<file path="config.mk">
export PLATFORM = sky130hd
export DESIGN_NAME = acc12_core
export DESIGN_NICKNAME = d
export VERILOG_FILES = /design/src/rtl/acc12_pkg.sv /design/src/rtl/acc12_ea.sv /design/src/rtl/acc12_alu.sv /design/src/rtl/acc12_ctrl.sv /design/src/rtl/acc12_core.sv
export SDC_FILE = /design/constraint.sdc
export NUM_CORES = 1
export LEC_CHECK = 0
export ABC_CLOCK_PERIOD_IN_PS = 3150
export BUFFER_PORTS_ARGS = -buffer_cell sky130_fd_sc_hd__buf_2
export CAP_MARGIN = 5
export CORE_ASPECT_RATIO = 2
export CORE_MARGIN = 1.5
export CORE_UTILIZATION = 45
export DETAILED_ROUTE_END_ITERATION = 12
export MAX_ROUTING_LAYER = met4
export PLACE_DENSITY = 0.67
export SLEW_MARGIN = 5
export SYNTH_ARGS = -nofsm -noshare
export SYNTH_HDL_FRONTEND = slang
export SYNTH_SLANG_ARGS = --single-unit
</file>
<file path="constraint.sdc">
create_clock -name clk -period 3.15 [get_ports clk]
set_input_delay 0.1575 -clock clk [delete_from_list [all_inputs] [get_ports clk]]
set_output_delay 0.1575 -clock clk [all_outputs]
set_load 0.03 [all_outputs]
</file>
<file path="src/rtl/acc12_pkg.sv">
// Shared opcode and sequencer state definitions for the 12-bit accumulator core.
// Assumes the opcode field is three bits wide and sits at the top of the word.
package acc12_pkg;

    typedef enum logic [2:0] {
        OP_AND = 3'd0,
        OP_TAD = 3'd1,
        OP_ISZ = 3'd2,
        OP_DCA = 3'd3,
        OP_JMS = 3'd4,
        OP_JMP = 3'd5,
        OP_IOT = 3'd6,
        OP_OPR = 3'd7
    } opcode_e;

    typedef enum logic [3:0] {
        ST_IDLE   = 4'd0,
        ST_FETCH  = 4'd1,
        ST_LOADIR = 4'd2,
        ST_DECODE = 4'd3,
        ST_INDIR  = 4'd4,
        ST_EXEC   = 4'd5,
        ST_FINISH = 4'd6,
        ST_WRITE  = 4'd7,
        ST_OPER   = 4'd8
    } state_e;

endpackage

</file>
<file path="src/rtl/acc12_ea.sv">
// Direct operand address former: places the instruction offset on page zero or
// on the instruction's own page. Purely combinational; assumes the page number
// supplied is that of the instruction being loaded (PC before its increment).
module acc12_ea #(
    parameter int WORD_W = 12,
    parameter int OFF_W  = 7
) (
    input  logic [WORD_W-1:0]       instr,
    input  logic [WORD_W-OFF_W-1:0] cur_page,
    output logic [WORD_W-1:0]       ea_direct
);
    localparam int PAGE_W  = WORD_W - OFF_W;
    localparam int SEL_BIT = OFF_W;

    // Choose page zero or the current page for the upper address bits.
    always_comb begin
        if (instr[SEL_BIT])
            ea_direct = {cur_page, instr[OFF_W-1:0]};
        else
            ea_direct = {{PAGE_W{1'b0}}, instr[OFF_W-1:0]};
    end
endmodule

</file>
<file path="src/rtl/acc12_alu.sv">
// Operand arithmetic for the memory-reference group: AND, two's complement add
// with Link inversion on carry, and the increment used by ISZ. Combinational.
module acc12_alu #(
    parameter int WORD_W = 12
) (
    input  logic [WORD_W-1:0] ac,
    input  logic              link,
    input  logic [WORD_W-1:0] opd,
    output logic [WORD_W-1:0] and_res,
    output logic [WORD_W-1:0] add_res,
    output logic              add_link,
    output logic [WORD_W-1:0] inc_res
);
    logic [WORD_W:0] sum_w;

    // Bitwise AND of accumulator and operand.
    always_comb and_res = ac & opd;

    // Wide sum; the carry out of the word toggles the Link.
    always_comb begin
        sum_w    = {1'b0, ac} + {1'b0, opd};
        add_res  = sum_w[WORD_W-1:0];
        add_link = link ^ sum_w[WORD_W];
    end

    // Operand plus one for increment-and-skip.
    always_comb inc_res = opd + WORD_W'(1);
endmodule

</file>
<file path="src/rtl/acc12_ctrl.sv">
// Instruction sequencer: fetch, decode, optional indirect read, execute, and
// the wait for the operate unit. Halt is sampled only when an instruction ends.
// Assumes the opcode and indirect flag come from the registered instruction.
module acc12_ctrl
    import acc12_pkg::*;
(
    input  logic    clk,
    input  logic    rst_n,
    input  logic    run,
    input  logic    halt,
    input  opcode_e op,
    input  logic    indirect,
    input  logic    opr_done,
    output state_e  state
);
    state_e state_nx;
    state_e boundary;

    // Where to go once an instruction has completed.
    always_comb boundary = halt ? ST_IDLE : ST_FETCH;

    // Next-state selection.
    always_comb begin
        state_nx = state;
        unique case (state)
            ST_IDLE:   if (run && !halt) state_nx = ST_FETCH;
            ST_FETCH:  state_nx = ST_LOADIR;
            ST_LOADIR: state_nx = ST_DECODE;
            ST_DECODE: begin
                if (op == OP_OPR)  state_nx = ST_OPER;
                else if (indirect) state_nx = ST_INDIR;
                else               state_nx = ST_EXEC;
            end
            ST_INDIR:  state_nx = ST_EXEC;
            ST_EXEC: begin
                unique case (op)
                    OP_AND, OP_TAD, OP_ISZ, OP_IOT: state_nx = ST_FINISH;
                    OP_DCA, OP_JMS:                 state_nx = ST_WRITE;
                    default:                        state_nx = boundary;
                endcase
            end
            ST_FINISH: state_nx = (op == OP_ISZ) ? ST_WRITE : boundary;
            ST_WRITE:  state_nx = boundary;
            ST_OPER:   if (opr_done) state_nx = boundary;
            default:   state_nx = ST_IDLE;
        endcase
    end

    // State register with synchronous reset.
    always_ff @(posedge clk) begin
        if (!rst_n) state <= ST_IDLE;
        else        state <= state_nx;
    end

    AST_OPR_HOLDS: assert property (@(posedge clk) disable iff (!rst_n)
        (state == ST_OPER && !opr_done) |=> (state == ST_OPER));

    AST_INDIR_AFTER_DECODE: assert property (@(posedge clk) disable iff (!rst_n)
        (state == ST_INDIR) |-> ($past(state) == ST_DECODE));
endmodule

</file>
<file path="src/rtl/acc12_core.sv">
// Top of the 12-bit accumulator core. Holds PC, MA, MB, AC, Link and IR, drives
// a synchronous single-port memory (read data one cycle after the address) and
// all writes go out from MB at MA. Operate instructions are handed off through
// the opr_* handshake; the console strobe carries the operand's low byte.
module acc12_core
    import acc12_pkg::*;
#(
    parameter int WORD_W = 12,
    parameter int OFF_W  = 7,
    parameter int CHAR_W = 8
) (
    input  logic              clk,
    input  logic              rst_n,
    input  logic              run,
    input  logic              halt,
    input  logic [WORD_W-1:0] start_pc,
    output logic              running,
    output logic [WORD_W-1:0] mem_addr,
    output logic [WORD_W-1:0] mem_wdata,
    output logic              mem_we,
    input  logic [WORD_W-1:0] mem_rdata,
    output logic              con_valid,
    output logic [CHAR_W-1:0] con_char,
    output logic              opr_start,
    output logic [WORD_W-1:0] opr_ir,
    output logic [WORD_W-1:0] opr_ac,
    output logic              opr_link,
    input  logic              opr_done,
    input  logic [WORD_W-1:0] opr_ac_in,
    input  logic              opr_link_in,
    input  logic              opr_skip
);
    localparam int PAGE_W = WORD_W - OFF_W;
    localparam int IND_BIT = OFF_W + 1;

    logic [WORD_W-1:0] pc, ma, mb, ac, ir;
    logic              link;
    state_e            state;
    opcode_e           op;
    logic [WORD_W-1:0] ea_direct, and_res, add_res, inc_res;
    logic              add_link;

    // Opcode taken from the top three bits of the held instruction.
    always_comb op = opcode_e'(ir[WORD_W-1:WORD_W-3]);

    acc12_ctrl u_ctrl (
        .clk      (clk),
        .rst_n    (rst_n),
        .run      (run),
        .halt     (halt),
        .op       (op),
        .indirect (ir[IND_BIT]),
        .opr_done (opr_done),
        .state    (state)
    );

    acc12_ea #(.WORD_W(WORD_W), .OFF_W(OFF_W)) u_ea (
        .instr     (mem_rdata),
        .cur_page  (pc[WORD_W-1:OFF_W]),
        .ea_direct (ea_direct)
    );

    acc12_alu #(.WORD_W(WORD_W)) u_alu (
        .ac       (ac),
        .link     (link),
        .opd      (mem_rdata),
        .and_res  (and_res),
        .add_res  (add_res),
        .add_link (add_link),
        .inc_res  (inc_res)
    );

    // Program counter: start, fetch increment, jumps and skips.
    always_ff @(posedge clk) begin
        if (!rst_n) begin
            pc <= '0;
        end else begin
            unique case (state)
                ST_IDLE:   if (run && !halt) pc <= start_pc;
                ST_LOADIR: pc <= pc + WORD_W'(1);
                ST_EXEC:   if (op == OP_JMP) pc <= ma;
                ST_WRITE: begin
                    if (op == OP_JMS)                     pc <= ma + WORD_W'(1);
                    else if (op == OP_ISZ && mb == '0)    pc <= pc + WORD_W'(1);
                end
                ST_OPER:   if (opr_done && opr_skip) pc <= pc + WORD_W'(1);
                default: ;
            endcase
        end
    end

    // Instruction register and operand address register.
    always_ff @(posedge clk) begin
        if (!rst_n) begin
            ir <= '0;
            ma <= '0;
        end else if (state == ST_LOADIR) begin
            ir <= mem_rdata;
            ma <= ea_direct;
        end else if (state == ST_INDIR) begin
            ma <= mem_rdata;
        end
    end

    // Memory buffer: the word to be written back.
    always_ff @(posedge clk) begin
        if (!rst_n) begin
            mb <= '0;
        end else if (state == ST_EXEC && op == OP_DCA) begin
            mb <= ac;
        end else if (state == ST_EXEC && op == OP_JMS) begin
            mb <= pc;
        end else if (state == ST_FINISH && op == OP_ISZ) begin
            mb <= inc_res;
        end
    end

    // Accumulator and Link updates.
    always_ff @(posedge clk) begin
        if (!rst_n) begin
            ac   <= '0;
            link <= 1'b0;
        end else begin
            unique case (state)
                ST_FINISH: begin
                    if (op == OP_AND) ac <= and_res;
                    if (op == OP_TAD) begin
                        ac   <= add_res;
                        link <= add_link;
                    end
                end
                ST_WRITE: if (op == OP_DCA) ac <= '0;
                ST_OPER: if (opr_done) begin
                    ac   <= opr_ac_in;
                    link <= opr_link_in;
                end
                default: ;
            endcase
        end
    end

    // Memory port, console strobe and operate hand-off.
    always_comb begin
        mem_addr  = (state == ST_FETCH) ? pc : ma;
        mem_we    = (state == ST_WRITE);
        mem_wdata = mb;
        con_valid = (state == ST_FINISH) && (op == OP_IOT);
        con_char  = mem_rdata[CHAR_W-1:0];
        opr_start = (state == ST_OPER);
        opr_ir    = ir;
        opr_ac    = ac;
        opr_link  = link;
        running   = (state != ST_IDLE);
    end

    AST_FETCH_ADVANCES: assert property (@(posedge clk) disable iff (!rst_n)
        (state == ST_LOADIR) |=> (pc == $past(pc) + WORD_W'(1)));

    AST_DEPOSIT_CLEARS: assert property (@(posedge clk) disable iff (!rst_n)
        (state == ST_WRITE && op == OP_DCA) |=> (ac == '0));

    AST_CALL_TARGET: assert property (@(posedge clk) disable iff (!rst_n)
        (state == ST_WRITE && op == OP_JMS) |=> (pc == $past(ma) + WORD_W'(1)));

    AST_CON_SINGLE: assert property (@(posedge clk) disable iff (!rst_n)
        con_valid |=> !con_valid);

    AST_STOP_ON_REQUEST: assert property (@(posedge clk) disable iff (!rst_n)
        $fell(running) |-> $past(halt));

    AST_PAGE_FORM: assert property (@(posedge clk) disable iff (!rst_n)
        (state == ST_LOADIR && !mem_rdata[OFF_W]) |=> (ma[WORD_W-1:OFF_W] == PAGE_W'(0)));
endmodule

</file>
### Yosys cells after proc, flatten, opt, wreduce, memory -nomap -nowiden

Cells that the tools add are included.

* register bits: 65
* input port bits: 43
* output and inout bits: 61

* add/sub/neg operators: 4
* eq/ne operators: 23
* mux-type cells: 29
* bitwise logic cells: 2
* reduce and logical (&&, ||, !) cells: 23

Operator list (number)
* $mux W12: 16
* $pmux W12 S5: 1
* $add A12 B1 Y12 const B: 3
* $pmux W12 S3: 1
* $pmux W4 S9: 1
* $eq A4 B3 Y1 const B: 4
* $mux W4: 4
* $add A12 B12 Y13: 1
* $and A12 B12 Y12: 1
* $eq A3 B3 Y1 const B: 4
* $logic_not A12 Y1: 1
* $eq A4 B2 Y1 const B: 2
* $ne A2 B1 Y1 const B: 4
* $pmux W4 S2: 1
* $logic_and A1 B1 Y1: 7
* $eq A3 B2 Y1 const B: 2
* $ne A3 B1 Y1 const B: 2
* $reduce_bool A3 Y1: 2
* $reduce_and A5 Y1: 1
* $reduce_bool A5 Y1: 1
* $eq A4 B1 Y1 const B: 1
* $eq A4 B4 Y1 const B: 1
* $logic_not A4 Y1: 1
* $mux W1: 4
* 13 further kinds: 15

### Depth between registers and ports, before layout

Gate-level depths: netlist (run 1).

* word-level depth: 5
* depth in mapped cells: 10
* mapped depth without buffers: 9

### Modules after synthesis

Synthesis (run 1) repeated with hierarchy kept, for this count alone.

* cell total of the unflattened synthesis: 661
* area total of the unflattened synthesis: 5198.7 sq um

By module, submodules not included
* acc12_core: times used 1, cells an instance 524, area each 4101.4 sq um, seq. area each 1221.2 sq um
* acc12_alu: times used 1, cells an instance 83, area each 656.9 sq um, seq. area each 0.0 sq um
* acc12_ctrl: times used 1, cells an instance 42, area each 356.6 sq um, seq. area each 80.1 sq um
* acc12_ea: times used 1, cells an instance 12, area each 83.8 sq um, seq. area each 0.0 sq um

### Worst setup path after synthesis (run 1)

OpenSTA, ideal clock, no wires.

* path type: reg2reg
* start: reg ac[0], in the netlist opr_ac[0]
* end: reg ac[10], in the netlist opr_ac[10]
* arrival time: 2.379 ns
* data required time: 3.088 ns
* slack: 0.710 ns
* cell stages (with the launch flop): 10
* period minus slack after synthesis: 2.440 ns
* path through: dfxtp_1 ha_1 inv_1 fa_1 nor2b_1 o31ai_1 a21oi_1 a41oi_1 or4b_1 nand3_1

* word-level cells in the longest chain between the ends: 3

Ends and longest elaborated chain
* from (decl): line acc12_core.sv:36 `logic [WORD_W-1:0] pc, ma, mb, ac, ir;`
* from (signal assigned): line acc12_core.sv:126 `if (op == OP_AND) ac <= and_res;`
* from (signal assigned): line acc12_core.sv:128 `ac <= add_res;`
* from (signal assigned): line acc12_core.sv:134 `ac <= opr_ac_in;`
* $add A12 B12 Y13: line acc12_alu.sv:21 `sum_w = {1'b0, ac} + {1'b0, opd};`
* $mux W12: line acc12_core.sv:127 `if (op == OP_TAD) begin`
* $pmux W12 S3: line acc12_core.sv:124 `unique case (state)`

No other way between the ends.
A chain may end at the register's enable or synchronous reset.

### Final worst setup path (run 1)

* start: reg u_ctrl.state[2]
* end: reg mb[2], in the netlist mem_wdata[2]

* word-level cells in the longest chain between the ends: 4
* elaborated cells on any way between the ends: 8
* classes of those cells: 2 x eq/ne; 2 x mux; 4 x reduce/logical

Ends and longest elaborated chain
* from (decl): line acc12_ctrl.sv:14 `output state_e state`
* from (signal assigned): line acc12_ctrl.sv:52 `else state <= state_nx;`
* $eq A4 B3 Y1: line acc12_core.sv:109, acc12_core.sv:111
* $logic_and A1 B1 Y1: line acc12_core.sv:111 `end else if (state == ST_EXEC && op == OP_JMS) begin`
* $mux W12: line acc12_core.sv:111
* $mux W12: line acc12_core.sv:109 `end else if (state == ST_EXEC && op == OP_DCA) begin`
* to (signal assigned): line acc12_core.sv:112 `mb <= pc;`
* to (signal assigned): line acc12_core.sv:114 `mb <= inc_res;`
* to (decl): line acc12_core.sv:36

Parallel ways exist; a longest one is shown, timed or not.

==> results of run 1 <==
==> worst max-delay path: cells and delay by family (launching register included) <==
kind | cells | cell delay [ns]
and+or+nand+nor | 2 | 0.78
DFF | 1 | 0.62
muxes | 1 | 0.20
AOI/OAI and AO/OA | 3 | 1.19
==> state kept, by name, summed over array words and instances (netlist names) <==
name          count
mem_wdata        12
ma               12
opr_ir           12
opr_link          1
opr_ac           12
pc               12
u_ctrl.state      4
==> synthesized netlist by cell type (3+ instances only) <==
| master | count |
|---|---|
| a211oi_1 | 9 |
| a21boi_0 | 22 |
| a21o_1 | 5 |
| a21oi_1 | 30 |
| a221o_1 | 5 |
| a221oi_1 | 7 |
| a222oi_1 | 4 |
| a22oi_1 | 6 |
| a31oi_1 | 6 |
| and3_1 | 6 |
| buf_2 | 11 |
| buf_4 | 12 |
| buf_6 | 5 |
| clkbuf_1 | 21 |
| dfxtp_1 | 65 |
| ha_1 | 15 |
| inv_1 | 12 |
| mux2_2 | 12 |
| mux2i_1 | 10 |
| nand2_1 | 82 |
| nand2b_1 | 3 |
| nand3_1 | 29 |
| nand3b_1 | 3 |
| nand4_1 | 9 |
| nor2_1 | 44 |
| nor2b_1 | 18 |
| nor3_1 | 13 |
| nor3b_1 | 9 |
| nor4_1 | 11 |
| o211a_1 | 10 |
| o211ai_1 | 8 |
| o21a_1 | 10 |
| o21ai_0 | 34 |
| o221ai_1 | 3 |
| o22ai_1 | 8 |
| o31ai_1 | 5 |
| or2_2 | 4 |
| or3_1 | 4 |
| or4b_1 | 3 |
| xnor2_1 | 9 |
| xor2_1 | 9 |
==> placed cells by master, fill, tap and decap left out, drive strengths merged, types with 5 or more instances in the layout <==
cell type  instances
buf              116
nand2             82
dfxtp             65
nor2              45
o21ai             35
a21oi             30
nand3             29
a21boi            23
nor2b             18
ha                15
nor3              15
clkbuf            14
inv               12
mux2              12
nor4              11
o21a              11
o211a             10
mux2i             10
nor3b             10
a211oi             9
nand4              9
xor2               9
xnor2              9
o22ai              8
o211ai             8
a221oi             7
a31oi              6
and3               6
a22oi              6
a21o               6
o31ai              5
a221o              5
==> layer usage <==
metal  global-route usage (%)  up-vias  wire [um]
met4                     21.6        0       1130
met5                        -        -          0
met3                     3.98       73        873
li1                         -     2516          -
met2                     59.2      246       9670
met1                     30.8     2580       6260
==> power groups by stage <==
stage,sequential [W],combinational [W],clock [W]
3_5_place_dp,0.00107,0.000778,0
6_report,0.00106,0.000789,0.00105
5_1_grt,0.00107,0.000849,0.00109
3_3_place_gp,0.00107,0.000768,0
2_1_floorplan,0.00102,0.000581,0
4_1_cts,0.00105,0.000782,0.00106
==> final timing paths <==
path / start / to / slack, ns / cells past startpoint
hold reg to reg: mem_wdata[1]$_SDFFE_PN0P_ / mem_wdata[1]$_SDFFE_PN0P_ / 0.47 / 2
setup / recovery: u_ctrl.state[2]$_SDFFE_PN0P_ / mem_wdata[2]$_SDFFE_PN0P_ / 0.27 / 6
hold / removal: opr_ac_in[5] / opr_ac[5]$_SDFFE_PN0P_ / 0.12 / 3
setup reg to reg: u_ctrl.state[2]$_SDFFE_PN0P_ / mem_wdata[2]$_SDFFE_PN0P_ / 0.27 / 6
==> cell families (layout without fill, tap and decap cells) <==
group | count (synthesis) | after routing | synth area share (%)
simple gates | 252 | 252 | 26.1
compound gates | 197 | 197 | 28.5
flops | 65 | 65 | 26.4
buf+inv | 63 | 145 | 6.85
mux | 22 | 22 | 4.77
xor+xnor | 18 | 18 | 3.20
fa+ha+maj | 16 | 16 | 4.21
==> layout make-up <==
type                       count  area share [%]
multi-input combinational    505            57.4
sequential                    65            22.6
timing repair buffer         116            10.7
clock buffer                  14            4.77
tap                          137            2.98
inverter                      13           0.936
clock inverter                 2           0.610
==> through the flow <==
step | instance area, um2 | std cells | util [%] | worst slack [ns] | hold slack (ns)
after CTS | 5750 | 852 | 54.2 | 0.373 | 0.113
final | 5750 | 852 | 54.2 | 0.271 | 0.117
after floorplan | 4930 | 633 | - | 0.710 | 0.302
after detailed placement | 5440 | 836 | 51.2 | 0.385 | 0.459
after global routing | 5750 | 852 | 54.2 | 0.126 | 0.139
after global placement | 5440 | 836 | 51.2 | 0.514 | 0.446
==> results_dict.tcl, run 1 <==
set metrics [dict create \
    hold_path_class "in2reg" \
    yosys.cell_types.count 75 \
    core_area_mm2 0.0106 \
    netlist_instances 633 \
    dr.pass1.iters 5 \
    synth_ff_type "dfxtp_1" \
    p_clk_share_pct 36.3 \
    syn-num-nets 692 \
    critical_path_arrival_ns 3.14 \
    ys_ff_latch 65 \
    cts_buffers 9 \
    skew_ns 0.00855 \
    dieArea_mm2 0.0116 \
    cts_buffer_depth 2 \
    fin_crit_sh_pct 91.4 \
    ctsResizeCount 0 \
    power_frac_seq_pct 36.5 \
    diodes 0 \
    ios 104 \
    dp_hpwl_um 13800 \
    synth.area.top_cells "dfxtp_1 26%, nand2_1 6.2%, ha_1 3.8%, o21ai_0 3.5%, a21boi_0 3.3%" \
    seqCellArea_mm2 0.00130 \
    p_switching_w 0.00101 \
    p_int_w 0.00189 \
    p_sw_share_pct 35.0 \
    insertion_delay_ns 0.34 \
    ant_nets 0 \
    overflow 0 \
    synth_top_area_share_pct 26.4 \
    p_leak_nw 2.46 \
    cts_tree "built" \
    antenna_found_initial 0 \
    wl_per_cell_um 21.0 \
    finalSetupTns_ns 0 \
    drv_cap 0 \
    power_density_mw_per_mm2 505 \
    fmaxAchievable_mhz 347 \
    synth.largest_area_cell "dfxtp_1" \
    worst_pin_slew_ns 0.837 \
    cts_num_sinks 65 \
    grt.total_usage_pct 32.1 \
    async_reset_ff_share_pct 0 \
    cts_setup_buffers 0 \
    grt_setup_unrepaired "false" \
    io_buffers 103 \
    syn-mean-instance-area_um2 7.79 \
    max_stage_delay_ns 0.67 \
    clk_pin_slew_ns 0.05 \
    multiInputGateArea_mm2 0.00330 \
    grt_pass1_vias 5215 \
    wl_um 17900 \
    ctsHoldBuffers 0 \
    hold_violations 0 \
    synth_enable_flop_cells 0 \
    ys_seq_area_share_pct 26.4 \
    die_h_um 151 \
    pwr-share-comb_pct 27.2 \
    routed_via_density 6.36 \
    p_total_w 0.00290 \
    cpMaxStageDelayCell "o21ai_1" \
    max-slew-margin-rel_pct 44.2 \
    path_class "reg2reg" \
    finalCriticalPeriod_ns 2.88 \
    end_kind "flop" \
    netlist_area_mm2 0.00493 \
    via_count 5415 \
    start_kind "flop" \
    drc 0 \
    drt-initial-drc-count 403 \
    grt_first_pass_wirelength_um 27800 \
    crit_fanout 15 \
    start_util_pct 46.5 \
    fp-row-count 53 \
    die_w_um 77.0 \
    crit_chain "nand2_1 -> nor3_1 -> mux2i_1 -> o21ai_1 -> o221ai_1 -> a21oi_1" \
    slew_viol_final 0 \
    setup_violations 0 \
    fin_nets 769 \
    gp_congestion 0.953 \
    ir_drop_mv 0.296 \
    layout-area-overhead-vs-synth_pct 16.5 \
    fillers 1084 \
    crit_required_ns 3.41 \
    drive_above_1_share_pct 22.4 \
    synth_warnings 0 \
    cts_max_level 3 \
    outcome "finished clean" \
    cts-root-buf "clkbuf_16" \
    grt_max_degree 51 \
]
(Power assumes the default switching activity.)
==> run 2, diff against run 1 <==
Settings changed: RECOVER_POWER from default to 100, TNS_END_PERCENT from default to 100.
==> run 2 against run 1 <==
  * Die area stayed put
  * Combinational power shrank 2%
  * Maximum frequency decreased by 0.86%
  * Register-to-register slack gained 0.02 ns
  * Via count increased by 0.30%
  * Core utilization decreased by 0.91 points
  * Clock skew about the same
  * Largest cell class unchanged
  * Cell area decreased by 1.7%
  * Cell count did not move
  * Hold slack improved by 0.0047 ns
  * Sequential share of layout area grew 0.39 points
==> results_dict.tcl, run 2 (synthesis results as in run 1) <==
set metrics [dict create \
    crit_required_ns 2.99 \
    ctsHoldBuffers 0 \
    overflow 0 \
    reg2reg_depth 6 \
    critPathTopFamily "buffers and inverters" \
    skew_ns 0.00806 \
    start_util_pct 46.5 \
    hold_end "opr_ac[5]$_SDFFE_PN0P_" \
    grt.total_usage_pct 32.1 \
    r2r-end "mem_wdata[2]$_SDFFE_PN0P_" \
    fillers 1105 \
    ios 104 \
    dr.pass1.iters 5 \
    cts_setup_buffers 0 \
    die_h_um 151 \
    critPathBufInv 3 \
    hold_violations 0 \
    placed_area_mm2 0.00544 \
    hold_path_depth 3 \
    fin_nets 769 \
    fin_crit_sh_pct 92.2 \
    slew_viol_final 0 \
    clk_pin_slew_ns 0.06 \
    ir_drop_mv 0.295 \
    drt-initial-drc-count 396 \
    cts_buffer_depth 2 \
    antenna_found_initial 0 \
    via_count 5431 \
    final_cell_mix "82 x nand2_1, 65 x dfxtp_1, 55 x clkbuf_1" \
    setup_violations 0 \
    cts_max_level 3 \
    ant_nets 0 \
    wl_per_cell_um 21.0 \
    core_area_mm2 0.0106 \
    r2r-start "u_ctrl.state[2]$_SDFFE_PN0P_" \
    grt_first_pass_wirelength_um 27800 \
    ctsResizeCount 0 \
    drc 0 \
    insertion_delay_ns 0.34 \
    finalCriticalPeriod_ns 2.90 \
    grt_setup_unrepaired "false" \
    max-slew-margin-rel_pct 18.7 \
    io_buffers 103 \
    outcome "finished clean" \
    hold_path_class "in2reg" \
    wl_met1_um 6230 \
    cts-root-buf "clkbuf_16" \
    end_kind "output pin" \
    grt_max_degree 51 \
    cts_tree "built" \
    crit_chain "clkbuf_2 -> nor4b_2 -> clkbuf_1 -> mux2_1 -> buf_2" \
    die_w_um 77.0 \
    grt_pass1_vias 5215 \
    r2r_slack_ns 0.29 \
    finalSetupTns_ns 0 \
    start_kind "flop" \
    crit_fanout 13 \
    cpMaxStageDelayCell "clkbuf_1" \
    wl_met2_um 9530 \
    fmaxAchievable_mhz 344 \
    routed_via_density 6.37 \
    max_stage_delay_ns 0.64 \
    wl_met3_um 858 \
    fp-row-count 53 \
    worst_pin_slew_ns 1.21 \
    path_class "reg2out" \
    diodes 0 \
    critical_path_arrival_ns 2.75 \
    dp_hpwl_um 13800 \
    final_common_cell "nand2_1" \
    wl_um 17900 \
    dieArea_mm2 0.0116 \
    cts_num_sinks 65 \
    power_density_mw_per_mm2 511 \
    top_layer "met4" \
    gp_congestion 0.953 \
    cts_buffers 9 \
    drive_above_1_share_pct 14.4 \
    stdcell_area_mm2 0.00565 \
    worstHoldStart "opr_ac_in[5]" \
    drv_cap 0 \
    p_leak_nw 2.23 \
    layout-area-overhead-vs-synth_pct 14.6 \
]
[run 2: changes by cell type in the layout (fill, tap and decap cells not counted), moves of 7 or more]
cell	previous run	this run
clkbuf_2	0	9
buf_4	13	6
clkbuf_1	2	55
buf_2	103	48
[run 2: area by class of cell]
| type | instances | area, um2 | area share, % |
|---|---|---|---|
| clock inverter | 2 | 35.0 | 0.620 |
| sequential | 65 | 1300 | 23.0 |
| clock buffer | 14 | 274 | 4.85 |
| timing repair buffer | 116 | 529 | 9.37 |
| inverter | 13 | 53.8 | 0.952 |
| multi-input combinational | 505 | 3290 | 58.1 |
| tap | 137 | 171 | 3.03 |
[run 2: worst max-delay path by stage]
stage                                      start  cells after the start                        end  slack [ns]
finish              u_ctrl.state[0]$_SDFFE_PN0P_                      5                mem_addr[5]        0.25
global route        u_ctrl.state[0]$_SDFFE_PN0P_                      5                mem_addr[3]        0.07
global placement    u_ctrl.state[2]$_SDFFE_PN0P_                      6  mem_wdata[2]$_SDFFE_PN0P_        0.51
CTS                      opr_ir[10]$_SDFFE_PN0P_                      6         pc[5]$_SDFFE_PN0P_        0.37
floorplan                 opr_ac[0]$_SDFFE_PN0P_                      9    opr_ac[10]$_SDFFE_PN0P_        0.71
detailed placement       opr_ir[10]$_SDFFE_PN0P_                      6         pc[5]$_SDFFE_PN0P_        0.39
[run 2: metrics by stage]
step	cells	utilization [%]	total power, W	hold WS, ns	setup slack, ns
2_1_floorplan	633	-	0.00161	0.302	0.710
3_3_place_gp	836	51.2	0.00183	0.446	0.514
3_5_place_dp	836	51.2	0.00184	0.459	0.385
4_1_cts	852	54.2	0.00289	0.113	0.373
5_1_grt	852	53.3	0.00299	0.148	0.0707
6_report	852	53.3	0.00288	0.122	0.246
[run 2: worst min-delay path, cell delays in order]
cell,delay (ns)
buf_2,0.07
a221oi_1,0.06
a21oi_1,0.12
[run 2: layer usage]
layer  GRT usage, %  vias up
met5              -        -
li1               -     2524
met2           59.2      255
met1           30.8     2566
met3           3.98       86
met4           21.6        0
[run 2: where the power goes]
group	internal (W)	leakage, nW	switching (W)
registers	0.000901	0.528	0.000159
clock network	0.000677	0.153	0.000377
logic	0.000289	1.55	0.000482
==> run 3, diff against run 2 <==
Settings changed: BUFFER_PORTS_ARGS -buffer_cell sky130_fd_sc_hd__buf_2 to -buffer_cell sky130_fd_sc_hd__buf_4.
==> run 3 against run 2 <==
  * Cell area increased by 2.9%
  * Critical path depth unchanged
  * Routed wire length decreased by 1.3%
  * Count of clock-buffer cells in the layout decreased by 3
  * Die area unchanged
  * Global-route usage decreased by 0.63 points
  * Maximum frequency increased by 0.11%
  * Worst setup slack improved by 0.0031 ns
  * Combinational power increased by 1%
  * Hold slack got worse by 0.0049 ns
==> results_dict.tcl, run 3 (synthesis results as in run 1) <==
set metrics [dict create \
    outcome "finished clean" \
    fp-row-count 53 \
    seqCellArea_mm2 0.00130 \
    multiInputGateArea_mm2 0.00328 \
    cts_max_level 3 \
    drc 0 \
    ant_nets 0 \
    clk_pin_slew_ns 0.05 \
    max-slew-margin-rel_pct 23.3 \
    stdcell_area_mm2 0.00581 \
    dieArea_mm2 0.0116 \
    cts-root-buf "clkbuf_16" \
    fillers 1088 \
    finalSetupTns_ns 0 \
    max_stage_delay_ns 0.66 \
    r2r-start "opr_ir[10]$_SDFFE_PN0P_" \
    worstHoldStart "opr_ac_in[5]" \
    drive_above_1_share_pct 14.9 \
    grt_max_degree 78 \
    drv_cap 0 \
    die_h_um 151 \
    core_area_mm2 0.0106 \
    fin_crit_sh_pct 92.1 \
    final_cell_mix "82 x nand2_1, 65 x dfxtp_1, 55 x buf_4" \
    critical_path_arrival_ns 2.74 \
    cts_setup_buffers 0 \
    crit_fanout 12 \
    wl_per_cell_um 20.7 \
    wl_um 17700 \
    routed_via_density 6.34 \
    grt_first_pass_wirelength_um 27400 \
    crit_chain "clkbuf_1 -> nor4b_1 -> clkbuf_1 -> mux2_2 -> clkbuf_2" \
    hold_violations 0 \
    crit_required_ns 2.99 \
    p_leak_nw 2.29 \
    grt.total_usage_pct 31.4 \
    worst_pin_slew_ns 1.15 \
    crit_start "u_ctrl.state[3]$_SDFFE_PN0P_" \
    path_class "reg2out" \
    finalCriticalPeriod_ns 2.90 \
    layout-area-overhead-vs-synth_pct 17.9 \
    io_buffers 103 \
    whs_ns 0.117 \
    grt_setup_unrepaired "false" \
    drt-initial-drc-count 496 \
    via_count 5410 \
    ctsResizeCount 0 \
    slew_viol_final 0 \
    overflow 0 \
    fmaxAchievable_mhz 345 \
    postLayoutCoreUtil_pct 54.8 \
    insertion_delay_ns 0.34 \
    r2r_slack_ns 0.36 \
    start_util_pct 46.5 \
    start_kind "flop" \
    power_density_mw_per_mm2 520 \
    dp_hpwl_um 13400 \
    hold_path_class "in2reg" \
    gp_congestion 0.950 \
    cts_buffers 9 \
    cts_num_sinks 65 \
    ios 104 \
    end_kind "output pin" \
    skew_ns 0.00613 \
    cpMaxStageDelayCell "clkbuf_1" \
    dr.pass1.iters 6 \
    ir_drop_mv 0.276 \
    die_w_um 77.0 \
    grt_pass1_vias 5213 \
    antenna_found_initial 0 \
    critPathMostFrequentCell "clkbuf_1" \
    ctsHoldBuffers 0 \
    final_common_cell "nand2_1" \
    cts_tree "built" \
    diodes 0 \
    placed_area_mm2 0.00570 \
    cts_buffer_depth 2 \
    fin_nets 770 \
    setup_violations 0 \
]
## run 3: cell types whose count changed in the layout (fill, tap and decap cells not counted), sizes merged
cell      delta
clkbuf       -3
bufinv       +2
clkinvlp     +1
buf          +1
## run 3: per-stage QoR
stage          instances  power, W  setup WS (ns)
6_report             853   0.00302          0.249
3_5_place_dp         837   0.00188          0.419
4_1_cts              853   0.00306          0.416
3_3_place_gp         837   0.00187          0.441
5_1_grt              853   0.00314         0.0952
2_1_floorplan        633   0.00161          0.710
## run 3: path summary, 6_finish.rpt
| kind | to | cells after the start |
|---|---|---|
| max | mem_addr[5] | 5 |
| min | opr_ac[5]$_SDFFE_PN0P_ | 3 |
| max reg2reg | pc[3]$_SDFFE_PN0P_ | 6 |
| min reg2reg | opr_ir[0]$_SDFFE_PN0P_ | 2 |
## run 3: area by class of cell
type / instances / area share [%]
multi-input combinational: 505 / 56.5
sequential: 65 / 22.4
timing repair buffer: 117 / 11.3
clock buffer: 11 / 4.18
tap: 137 / 2.95
clock inverter: 5 / 1.77
inverter: 13 / 0.926
## run 3: power by group
group	switching [W]	internal, W	total (W)
sequential	0.000157	0.000901	0.00106
clock	0.000392	0.000794	0.00119
combinational	0.000472	0.000307	0.000779
total	0.00102	0.00200	0.00302
## run 3: metal layers
layer  vias up  track usage [%]  share of wire [%]
met5         -                -                  0
met4         0             20.7                6.2
met3        69             3.73                5.0
met2       242             58.3                 54
met1      2588             30.3                 34
li1       2511                -                  -
## run 3: critical path: cells and delay by family, from the launching register on
| kind | cells | cell delay (ns) |
|---|---|---|
| buffers and inverters | 3 | 1.10 |
| AND/OR/NAND/NOR | 1 | 0.46 |
| multiplexers | 1 | 0.42 |
| flip-flops | 1 | 0.41 |
